[config.mk]
export PLATFORM = sky130hd
export DESIGN_NAME = sync_pad_ctrl
export DESIGN_NICKNAME = d
export VERILOG_FILES = /design/src/rtl/sync_pad_ctrl.sv
export SDC_FILE = /design/constraint.sdc
export NUM_CORES = 1
export LEC_CHECK = 0
export BUFFER_PORTS_ARGS = -buffer_cell sky130_fd_sc_hd__buf_4
export CORE_MARGIN = 2
export CORE_UTILIZATION = 51
export CTS_CLUSTER_SIZE = 12
export DETAILED_ROUTE_END_ITERATION = 10
export PLACE_DENSITY = 0.84
export SETUP_SLACK_MARGIN = 0.5
export SLEW_MARGIN = 10
export SYNTH_ARGS = -nofsm -noshare
export SYNTH_HDL_FRONTEND = slang
export SYNTH_SLANG_ARGS = --single-unit
[constraint.sdc]
create_clock -name clk -period 2.2 [get_ports clk]
set_input_delay 0.22 -clock clk [delete_from_list [all_inputs] [get_ports clk]]
set_output_delay 0.22 -clock clk [all_outputs]
set_load 0.01 [all_outputs]
[src/rtl/sync_pad_ctrl.sv]
module sync_pad_ctrl #(
  parameter int RATIO_W = 3,
  parameter logic [RATIO_W-1:0] RATIO_X1 = '0,
  parameter int CNT_W = 16,
  parameter int GAP_CYCLES = 1000,
  parameter int TIMEOUT_CYCLES = 100_000_000
) (
  input  logic               clk,
  input  logic               rst_n,
  input  logic               start,
  input  logic [RATIO_W-1:0] ratio_in,
  input  logic               early_user_async,
  output logic [31:0]        wr_data,
  output logic               wr_valid,
  input  logic               wr_ready,
  output logic               ratio_set,
  output logic [RATIO_W-1:0] ratio_val,
  output logic               busy,
  output logic               done,
  output logic               timed_out,
  output logic [CNT_W-1:0]   extra_count
);
  localparam int TMR_W = $clog2(TIMEOUT_CYCLES + 1);
  localparam int GAP_W = $clog2(GAP_CYCLES + 1);

  typedef enum logic [1:0] {S_IDLE, S_CHECK, S_PUSH, S_GAP} state_t;
  state_t state;

  logic [1:0]         sync_q;
  logic [TMR_W-1:0]   tmr;
  logic [GAP_W-1:0]   gap;
  logic [RATIO_W-1:0] saved;
  logic               expire;

  assign expire   = (tmr == TMR_W'(TIMEOUT_CYCLES - 1));
  assign wr_data  = 32'hFFFF_FFFF;
  assign wr_valid = (state == S_PUSH) && !expire;
  assign busy     = (state != S_IDLE);

  always_ff @(posedge clk or negedge rst_n) begin
    if (!rst_n) sync_q <= '0;
    else        sync_q <= {sync_q[0], early_user_async};
  end

  always_ff @(posedge clk or negedge rst_n) begin
    if (!rst_n) begin
      state       <= S_IDLE;
      tmr         <= '0;
      gap         <= '0;
      saved       <= RATIO_X1;
      ratio_set   <= 1'b0;
      ratio_val   <= RATIO_X1;
      done        <= 1'b0;
      timed_out   <= 1'b0;
      extra_count <= '0;
    end else begin
      ratio_set <= 1'b0;
      done      <= 1'b0;
      unique case (state)
        S_IDLE: if (start) begin
          saved       <= ratio_in;
          ratio_set   <= 1'b1;
          ratio_val   <= RATIO_X1;
          extra_count <= '0;
          tmr         <= '0;
          timed_out   <= 1'b0;
          state       <= S_CHECK;
        end
        S_CHECK: begin
          if (sync_q[1]) begin
            ratio_set <= 1'b1;
            ratio_val <= saved;
            done      <= 1'b1;
            state     <= S_IDLE;
          end else if (expire) begin
            done      <= 1'b1;
            timed_out <= 1'b1;
            state     <= S_IDLE;
          end else begin
            tmr   <= tmr + 1'b1;
            state <= S_PUSH;
          end
        end
        S_PUSH: begin
          if (expire) begin
            done      <= 1'b1;
            timed_out <= 1'b1;
            state     <= S_IDLE;
          end else begin
            tmr <= tmr + 1'b1;
            if (wr_ready) begin
              extra_count <= extra_count + 1'b1;
              gap         <= '0;
              state       <= S_GAP;
            end
          end
        end
        S_GAP: begin
          if (expire) begin
            done      <= 1'b1;
            timed_out <= 1'b1;
            state     <= S_IDLE;
          end else begin
            tmr <= tmr + 1'b1;
            if (gap == GAP_W'(GAP_CYCLES - 1)) state <= S_CHECK;
            else gap <= gap + 1'b1;
          end
        end
        default: state <= S_IDLE;
      endcase
    end
  end
endmodule


-- Word-level counts from Yosys, hierarchy flattened
Cells that the tools add are included.
- latch bits: 0
- output and inout bits: 56
- bits in read-only memories: 0
- memories: 0
- RAM bits: 0
- word-level logic and storage cells: 75
- bits in registers: 66
- bits of input ports: 8
- reduce and logical (&&, ||, !) cells: 14
- mux-type cells: 34
- $add $sub $neg: 3
- equality and inequality tests: 14
- shift operators: 0
- div/mod/pow operators: 0
- multiply operators: 0
- bitwise gates (word level): 0
- order comparisons: 0
- operators with widths (cell ; count):
    27-bit 2-to-1 mux ; 3
    27-bit one-hot mux with 3 select lines ; 1
    16-bit 2-to-1 mux ; 3
    10-bit 2-to-1 mux ; 4
    16-bit one-hot mux with 2 select lines ; 1
    27-bit by 1-bit adder with 27-bit output, second input constant ; 1
    27-bit == test, second input constant ; 1
    10-bit one-hot mux with 2 select lines ; 1
    16-bit by 1-bit adder with 16-bit output, second input constant ; 1
    2-bit 2-to-1 mux ; 7
    2-bit inequality test, second input constant ; 7
    10-bit by 1-bit adder with 10-bit output, second input constant ; 1
    10-bit == test, second input constant ; 1
    2-bit one-hot mux with 4 select lines ; 1
    2-bit nonzero test ; 4
    1-bit 2-to-1 mux ; 7
    3-bit 2-to-1 mux ; 2
    3-bit inequality test, second input constant ; 2
    3-bit one-hot mux with 2 select lines ; 1
    3-bit AND reduction ; 2
    5-bit AND reduction ; 1
    2-bit == test, second input constant ; 2
    1-bit one-hot mux with 2 select lines ; 2
    2-bit AND reduction ; 2
    7 further kinds ; 7

-- Logic depth before layout (Yosys ltp)
Gate-level depths: netlist of run 1.
- depth in word-level cells: 4
- gate-level depth with buffers: 8
- depth with buffers taken out: 6

-- Least setup slack after synthesis of run 1
OpenSTA, ideal clock, no wires.
- path type: register -> register
- from: reg tmr[0]
- to: reg extra_count[14]
- library setup time: 0.143 ns
- clock period less this slack: 2.232 ns
- cell stages (with the launch flop): 9
- slack: -0.032 ns
- path buffers: 2
- required time: 2.057 ns
- data arrival time: 2.089 ns
- cell sequence: dfrtp_1 ha_1 nand4_4 or4_1 buf_4 o31ai_4 buf_6 or4_1 a21oi_2
- longest elaborated chain between the ends: 3
- ends and longest elaborated chain (item ; RTL line ; source):
    from (decl) ; 30 ; logic [TMR_W-1:0] tmr;
    from (signal assigned) ; 80 ; tmr <= tmr + 1'b1;
    from (signal assigned) ; 90 ; tmr <= tmr + 1'b1;
    from (signal assigned) ; 104 ; tmr <= tmr + 1'b1;
    27-bit == test ; 35 ; assign expire = (tmr == TMR_W'(TIMEOUT_CYCLES - 1));
    2-bit inequality test (no source line) ; -- ;
    4-bit AND reduction (no source line) ; -- ;
    to (signal assigned) ; 92 ; extra_count <= extra_count + 1'b1;
    to (decl) ; 21 ; output logic [CNT_W-1:0] extra_count
No other way between the ends.
A chain may end at the register's enable or synchronous reset.

-- Worst setup path after layout of run 1
- from: reg tmr[1]
- to: reg tmr[26]
- longest elaborated chain between the ends: 4
- elaborated cells between the ends (all ways): 5
- classes of those cells: add/sub (1); eq/ne (1); mux (3)
- ends and longest elaborated chain (item ; RTL line ; source):
    27-bit by 1-bit adder with 27-bit output / 27-bit == test (equally long branches) ; -- ;
    27-bit 2-to-1 mux (*) ; 75, 85, 99 ;
    27-bit 2-to-1 mux ; 70 ; if (sync_q[1]) begin
    27-bit one-hot mux with 3 select lines (*) ; 59 ; unique case (state)
Every way passes the cells marked *; elsewhere a longest branch is shown, timed or not. The select of a mux whose other input is x is not followed.

==> flow_summary.json, run 1 <==
{
  "endpoint_kind": "register",
  "required_ns": 2.49,
  "final_common_cell": "buf_4",
  "startpoint_type": "register",
  "whs_ns": -0.0510,
  "port_buffers": 31,
  "tritoncts": "done",
  "violations": "hold timing, setup timing",
  "drc": 0,
  "synth_xor_area_frac": 0.00678,
  "irDropWorstVdd_mv": 0.450,
  "muxShareOfSynthArea": 0.0129,
  "place_congestion": 0.993,
  "vias_per_cell": 6.79,
  "fin_crit_sh": 1.06,
  "rows": 31,
  "power_leakage_uw": 0.00237,
  "dp_hpwl_um": 6690,
  "fmax_mhz": 428,
  "reg2reg_slack_ns": -0.13,
  "cp_max_fo": 5,
  "cts_buffer_depth": 2,
  "grt-ovfl-total": 0,
  "die_x_um": 91.2,
  "die_area_um2": 8320,
  "rsz0062_at_grt": "true",
  "yosysSeqAreaShare": 0.426,
  "reg2reg_from": "tmr[1]",
  "antenna_found_initial": 0,
  "crit_path_cell_trace": "ha_4 -> nand4_4 -> buf_6 -> buf_4 -> nor3_1 -> nand4_1 -> buf_4 -> nor3_2 -> a2bb2oi_1",
  "die_h_um": 91.2,
  "syn_inst": 424,
  "setup_viol": 2,
  "drive_gt1_frac": 0.356,
  "clock_skew_ns": 0.0126,
  "grt.total_usage": 0.274,
  "slowest_stage": "dfrtp_1",
  "cts-root-buf": "clkbuf_8",
  "wirelength_um": 13100,
  "first_pass_iters": 6,
  "wire_per_inst_um": 21.3,
  "layout_setup_ws_ns": -0.134,
  "synth_edf_count": 0,
  "ys_types": 54,
  "critPathBufInv": 3,
  "period_minus_slack_ns": 2.33,
  "synthAdderAreaFrac": 0.00968,
  "arrival_ns": 2.62,
  "max_cap_viol_count": 0,
  "worst_pin_slew_ns": 0.857,
  "synth_compound_area_frac": 0.201,
  "area_growth_pct": 36.1,
  "clock_latency_ns": 0.37,
  "synth-async-reset-ratio": 1.00,
  "dp.cells": 565,
  "syn_area_um2": 3880,
  "maxSlewViolCount": 0,
  "boundaryPins": 64,
  "crit_path_frequent_cell": "buf_4",
  "clock_sinks": 66,
  "antenna_cells": 0,
  "relSlewSlack": 0.429,
  "synthSimpleGateAreaFrac": 0.254,
  "final_cell_mix": "buf_4 (73), dfrtp_1 (62), nand2_1 (52)",
  "ys_warn_count": 0,
  "synth_top_family_by_area": "simple AND/OR/NAND/NOR gates",
  "min_path_type": "in -> async",
  "drtIter0Drc": 555,
  "cpPeakStageDelay_ns": 0.40,
  "grt_pass1_vias": 3765,
  "vias": 4163,
  "final_net_count": 520,
  "worstRegToRegCells": 9,
  "r2r_end": "tmr[26]",
  "cp_top_family": "simple AND/OR/NAND/NOR gates",
  "antenna_left": 0,
  "p_per_area_nw_per_um2": 736,
  "status": "finished with violations",
  "path_clk_slew_ns": 0.08,
  "synth_ff_type": "dfrtp_1",
  "cts_max_level": 3,
  "cts_made_buffers": 9,
  "grt_max_degree": 67,
  "hold_viol": 58,
  "initial_core_util": 0.532,
  "syn_area_per_cell_um2": 9.14,
  "grt_pass1_wl_um": 18100,
  "ys_seq_elements": 66,
  "fin_cells": 613,
  "crit_type": "reg -> reg",
  "core_area_um2": 7290
}
==> where the power goes <==
part / switching, uW / internal [uW] / total (uW)
sequential: 360 / 1460 / 1820
clock: 510 / 520 / 1030
combinational: 546 / 495 / 1040
total: 1420 / 2470 / 3890
==> state kept, by name (all words and copies together), names as in the netlist <==
name	count
tmr	27
saved	3
ratio_set	1
extra_count	16
sync_q	2
done	1
gap	10
ratio_val	3
state	2
timed_out	1
==> logic make-up (layout without fill, tap and decap cells) <==
family	count (synthesis)	in the layout
xor+xnor	3	3
flops	66	66
simple gates	179	180
fa+ha+maj	3	3
mux	5	5
buf+inv	55	113
compound gates	112	112
other cells	1	32
==> per-stage QoR <==
step	util	setup WS [ns]	area, um^2	TNS (ns)	total power, uW
after floorplan	-	0.227	4090	0	2280
after detailed placement	0.598	-0.0308	4360	-0.0324	2580
after global placement	0.598	-0.00272	4360	-0.00272	2510
final	0.724	-0.134	5280	-0.151	3890
after CTS	0.676	0.0638	4930	0	3650
after global routing	0.724	-0.0986	5280	-0.198	4060
==> area by class of cell <==
type / count / area (um^2)
inverter: 4 / 18.8
sequential: 66 / 1660
clock inverter: 7 / 70.1
timing repair buffer: 93 / 850
clock buffer: 9 / 124
fill: 463 / 2010
tap: 99 / 124
multi-input combinational: 335 / 2440
==> per-layer routing <==
layer / GRT usage / vias up / wire length [um]
li1: - / 1712 / -
met2: 0.436 / 397 / 6110
met1: 0.346 / 1927 / 4530
met4: 0.174 / 0 / 1060
met3: 0.0465 / 127 / 1370
met5: 0 / - / 0
==> synth_stat cells (6+ instances only) <==
| cell | n | area [um^2] |
|---|---|---|
| a21oi_1 | 18 | 90.1 |
| and4_1 | 8 | 70.1 |
| nand3_1 | 23 | 115 |
| a21oi_2 | 8 | 70.1 |
| or4_1 | 12 | 90.1 |
| nor2_1 | 11 | 41.3 |
| nor3_1 | 13 | 65.1 |
| buf_4 | 34 | 255 |
| clkbuf_1 | 15 | 56.3 |
| nand2_1 | 54 | 203 |
| and3_1 | 14 | 87.6 |
| a211o_1 | 6 | 52.6 |
| o31ai_1 | 11 | 82.6 |
| nand4_1 | 13 | 81.3 |
| a31oi_1 | 18 | 113 |
| dfrtp_1 | 66 | 1650 |
| o21ai_0 | 20 | 100 |
==> how the worst max path moves through the flow <==
stage / startpoint / end / slack [ns] / cells after the start
finish: tmr[1] / tmr[26] / -0.13 / 9
detailed placement: tmr[0] / gap[4] / -0.03 / 6
global route: tmr[1] / tmr[26] / -0.1 / 9
CTS: tmr[0] / wr_valid / 0.06 / 6
global placement: tmr[0] / gap[4] / -0.003 / 6
floorplan: tmr[1] / tmr[16] / 0.23 / 8
==> what timing repair did <==
| item | CTS | global route |
|---|---|---|
| hold buffers | 1 | 0 |
| pin swaps | 24 | 19 |
| resized for setup | 42 | 49 |
| endpoints found under the hold margin | 1 | 0 |
| setup endpoints to repair | 59 | 59 |
| gates cloned | 4 | 1 |
| setup buffers | 13 | 13 |
Power figures use the tool's default switching activity.
==> run 2: changes to the inputs <==
--- a/config.mk
+++ b/config.mk
@@ -11,7 +11,6 @@
 export CTS_CLUSTER_SIZE = 12
 export DETAILED_ROUTE_END_ITERATION = 10
 export PLACE_DENSITY = 0.84
-export SETUP_SLACK_MARGIN = 0.5
 export SLEW_MARGIN = 10
 export SYNTH_ARGS = -nofsm -noshare
 export SYNTH_HDL_FRONTEND = slang
==> flow_summary.json, run 2 (synthesized netlist as in run 1, its figures left out) <==
{
  "power_leakage_uw": 0.00209,
  "grt-ovfl-total": 0,
  "cp_top_family": "simple AND/OR/NAND/NOR gates",
  "required_ns": 1.98,
  "clock_sinks": 66,
  "tritoncts": "done",
  "clock_latency_ns": 0.35,
  "initial_core_util": 0.532,
  "die_h_um": 91.2,
  "irDropWorstVdd_mv": 0.485,
  "drtIter0Drc": 248,
  "reg_top3": "tmr: 27 flops, extra_count: 16 flops, gap: 10 flops",
  "first_pass_iters": 5,
  "dp_hpwl_um": 6270,
  "cts-root-buf": "clkbuf_8",
  "cp_max_fo": 6,
  "clock_skew_ns": 0.0150,
  "grt_pass1_wl_um": 14900,
  "vias": 3539,
  "grt_max_degree": 67,
  "cpPeakStageDelay_ns": 0.60,
  "min_path_type": "in -> reg",
  "antenna_left": 0,
  "period_minus_slack_ns": 2.16,
  "wirelength_um": 9300,
  "wire_per_inst_um": 16.0,
  "vias_per_cell": 6.10,
  "slowest_stage": "or4_4",
  "crit_type": "reg -> out",
  "cts_buffer_depth": 2,
  "relSlewSlack": 0.453,
  "maxSlewViolCount": 0,
  "drc": 0,
  "grt_pass1_vias": 3119,
  "place_congestion": 0.936,
  "antenna_cells": 0,
  "setup_tns_ns": 0,
  "final_common_cell": "dfrtp_1",
  "crit_path_cell_trace": "ha_4 -> nand4_4 -> or4_4 -> nor2_4 -> nor2_1 -> buf_4",
  "antenna_found_initial": 0,
  "port_buffers": 31,
  "startpoint_type": "register",
  "rsz0062_at_grt": "true",
  "endpoint_kind": "output port",
  "hold_viol": 0,
  "final_net_count": 488,
  "drive_gt1_frac": 0.206,
  "fin_crit_sh": 0.982,
  "core_area_um2": 7290,
  "final_cell_mix": "dfrtp_1 (66), buf_4 (58), nand2_1 (54)",
  "num-fill-cells": 620,
  "whs_ns": 0.0631,
  "fmax_mhz": 463,
  "grt.total_usage": 0.221,
  "arrival_ns": 1.94,
  "status": "complete, no violations",
  "setup_viol": 0,
  "cts_max_level": 3,
  "multi_input_area_um2": 2060,
  "largest_reg_flops": 27,
  "path_clk_slew_ns": 0.07,
  "die_x_um": 91.2,
  "worst_pin_slew_ns": 0.821,
  "cts_made_buffers": 9,
  "critPathBufInv": 1,
  "area_growth_pct": 17.7,
  "boundaryPins": 64,
  "regArea_um2": 1650,
  "die_area_um2": 8320,
  "max_cap_viol_count": 0,
  "p_per_area_nw_per_um2": 812,
  "rows": 31,
  "regMostFlops": "tmr",
  "reg2reg_slack_ns": 0.08
}
[run 2: cell count changes in the layout (fill, tap and decap cells not counted), moves of 4 or more]
| cell | before | now |
|---|---|---|
| nor3_2 | 6 | 1 |
| nor3_1 | 5 | 13 |
| dfrtp_2 | 4 | 0 |
| a31oi_1 | 13 | 18 |
| buf_4 | 73 | 58 |
| nand3_2 | 6 | 1 |
| o21ai_0 | 10 | 20 |
| nand3_1 | 17 | 22 |
| o21ai_1 | 9 | 1 |
| a21oi_1 | 14 | 18 |
| buf_6 | 13 | 0 |
| dfrtp_1 | 62 | 66 |
[run 2: tightest hold or removal path, delay by kind of cell]
kind / cells / cell delay (ns)
buffers and inverters: 1 / 0.08
and+or+nand+nor: 2 / 0.08
[run 2: worst paths after layout]
path                       depth (start not counted)              end   startpoint
max in group asynchronous                          2          tmr[19]        rst_n
hold / removal                                     3         saved[1]  ratio_in[1]
setup reg to reg                                   7          tmr[14]       tmr[0]
setup / recovery                                   6         wr_valid       tmr[0]
min in group asynchronous                          2  extra_count[10]        rst_n
hold reg to reg                                    0        sync_q[1]    sync_q[0]
[run 2: what timing repair did]
item	CTS	global route
setup buffers	3	0
resized for setup	4	5
cloned	0	0
endpoints found under the hold margin	12	0
hold buffers	2	0
endpoints found under the setup margin	2	16
pin swaps	2	1
[run 2: power breakdown]
part	leakage, uW	internal [uW]	switching [uW]
Sequential	0.000847	1450	314
Combinational	0.00113	403	406
Clock	0.000112	661	469
[run 2: layout make-up]
| class | instances | area share |
|---|---|---|
| tap | 99 | 0.0272 |
| timing repair buffer | 62 | 0.109 |
| clock buffer | 10 | 0.0302 |
| multi-input combinational | 334 | 0.451 |
| inverter | 4 | 0.00329 |
| sequential | 66 | 0.362 |
| clock inverter | 5 | 0.0173 |
[run 2: routing by layer]
layer | part of all wire | global-route usage | up-vias
met5 | 0 | 0 | -
met3 | 0.060 | 0.0407 | 28
met4 | 0.025 | 0.104 | 0
li1 | - | - | 1655
met2 | 0.47 | 0.338 | 152
met1 | 0.45 | 0.304 | 1704
[run 2: per-stage QoR]
| stage | setup WS [ns] | instance area, um^2 | utilization | std cells | power, uW |
|---|---|---|---|---|---|
| floorplan | 0.00456 | 4000 | - | 455 | 2250 |
| global placement | 0.0827 | 4260 | 0.584 | 561 | 2470 |
| detailed placement | -0.00318 | 4260 | 0.584 | 561 | 2520 |
| CTS | 0.0181 | 4530 | 0.622 | 580 | 3690 |
| global route | -0.0462 | 4560 | 0.626 | 580 | 3900 |
| finish | 0.0401 | 4560 | 0.626 | 580 | 3710 |
==> run 3: changes to the inputs <==
==> constraint.sdc (replaced) <==
create_clock -name clk -period 2.2 [get_ports clk]
set_input_delay 0.22 -clock clk [delete_from_list [all_inputs] [get_ports clk]]
set_output_delay 0.22 -clock clk [all_outputs]
set_load 0.02 [all_outputs]
==> flow_summary.json, run 3 (synthesized netlist as in run 1, its figures left out) <==
{
  "status": "complete, no violations",
  "final_common_cell": "dfrtp_1",
  "clock_sinks": 66,
  "wirelength_um": 9460,
  "initial_core_util": 0.532,
  "critPathBufInv": 1,
  "min_path_type": "in -> reg",
  "cts-root-buf": "clkbuf_8",
  "die_h_um": 91.2,
  "clock_latency_ns": 0.35,
  "wire_per_inst_um": 16.2,
  "drive_gt1_frac": 0.204,
  "place_worst_setup_slack_ns": 0.0363,
  "regMostFlops": "tmr",
  "final_net_count": 491,
  "tritoncts": "done",
  "max_cap_viol_count": 0,
  "cts_max_level": 3,
  "reg_top3": "tmr: 27 flops, extra_count: 16 flops, gap: 10 flops",
  "p_per_area_nw_per_um2": 817,
  "crit_path_cell_trace": "ha_4 -> nand4_4 -> or4_4 -> nor2_4 -> nor2_2 -> buf_6",
  "vias": 3582,
  "cp_top_family": "simple AND/OR/NAND/NOR gates",
  "antenna_found_initial": 0,
  "relSlewSlack": 0.451,
  "maxSlewViolCount": 0,
  "period_minus_slack_ns": 2.15,
  "clock_skew_ns": 0.00732,
  "boundaryPins": 64,
  "vias_per_cell": 6.13,
  "layout_setup_ws_ns": 0.0490,
  "cts_buffer_depth": 2,
  "hold_viol": 0,
  "die_x_um": 91.2,
  "irDropWorstVdd_mv": 0.363,
  "drc": 0,
  "startpoint_type": "register",
  "required_ns": 1.98,
  "core_area_um2": 7290,
  "largest_reg_flops": 27,
  "endpoint_kind": "output port",
  "rows": 31,
  "cpPeakStageDelay_ns": 0.58,
  "setup_viol": 0,
  "grt.total_usage": 0.223,
  "cts_made_buffers": 9,
  "fin_crit_sh": 0.978,
  "dp_hpwl_um": 6290,
  "die_area_um2": 8320,
  "grt_max_degree": 67,
  "drtIter0Drc": 266,
  "first_pass_iters": 4,
  "power_leakage_uw": 0.00210,
  "path_clk_slew_ns": 0.07,
  "whs_ns": 0.0643,
  "port_buffers": 31,
  "grt-ovfl-total": 0,
  "fmax_mhz": 465,
  "num-fill-cells": 602,
  "final_cell_mix": "dfrtp_1 (66), buf_4 (59), nand2_1 (54)",
  "grt_pass1_wl_um": 14900,
  "area_growth_pct": 17.7,
  "crit_type": "reg -> out",
  "arrival_ns": 1.93,
  "worst_pin_slew_ns": 0.824,
  "antenna_cells": 0,
  "place_congestion": 0.935,
  "cp_max_fo": 4,
  "grt_pass1_vias": 3032,
  "slowest_stage": "or4_4",
  "antenna_left": 0
}
-- run 3: cell type report --
type	instances	area, um^2	area share
well taps	99	124	0.0271
multi-input cells	334	2030	0.446
clock inverters	4	50.0	0.0110
repair buffers	65	534	0.117
flip-flops and latches	66	1650	0.362
clock buffers	12	155	0.0340
inverters	4	15.0	0.00329
-- run 3: what timing repair did --
action / CTS / global route
buffers inserted: 4 / 4
gates cloned: 0 / 0
hold endpoints to repair: 2 / 0
hold buffers: 2 / 0
gates resized for setup: 4 / 2
pin swaps: 3 / 5
setup endpoints to repair: 1 / 14
-- run 3: final timing paths --
path                             start              end  slack [ns]  cells after the start
max in group asynchronous        rst_n        sync_q[1]        1.15                      2
max                             tmr[0]         wr_valid        0.05                      6
min in group asynchronous        rst_n  extra_count[12]        0.52                      2
max reg2reg                     tmr[1]          tmr[25]        0.06                      8
min                        ratio_in[0]         saved[0]        0.06                      3
min reg2reg                  sync_q[0]        sync_q[1]        0.36                      0
-- run 3: worst reg2reg max path: cells and delay by family, from the launching register on --
family | cells | cell delay, ns
AND/OR/NAND/NOR | 5 | 1.34
flip-flops | 1 | 0.40
buffers and inverters | 3 | 0.34
-- run 3: metal layers --
metal	track usage	vias up	part of all wire
met2	0.349	171	0.49
met1	0.304	1733	0.42
li1	-	1654	-
met3	0.0523	24	0.072
met5	0	-	0
met4	0.0795	0	0.020
-- run 3: per-stage QoR --
step                std cells  area [um^2]  power [uW]  utilization  TNS, ns
floorplan                 455         4000        2310            -        0
global placement          559         4250        2530        0.583        0
detailed placement        559         4250        2590        0.583        0
CTS                       580         4530        3690        0.621        0
global route              584         4560        3930        0.626  -0.0162
finish                    584         4560        3730        0.626        0
-- run 3: report_power, final --
part | leakage [uW] | switching (uW) | internal, uW
combinational | 0.00115 | 462 | 431
clock | 0.0000986 | 474 | 584
sequential | 0.000847 | 322 | 1450
total | 0.00210 | 1260 | 2470
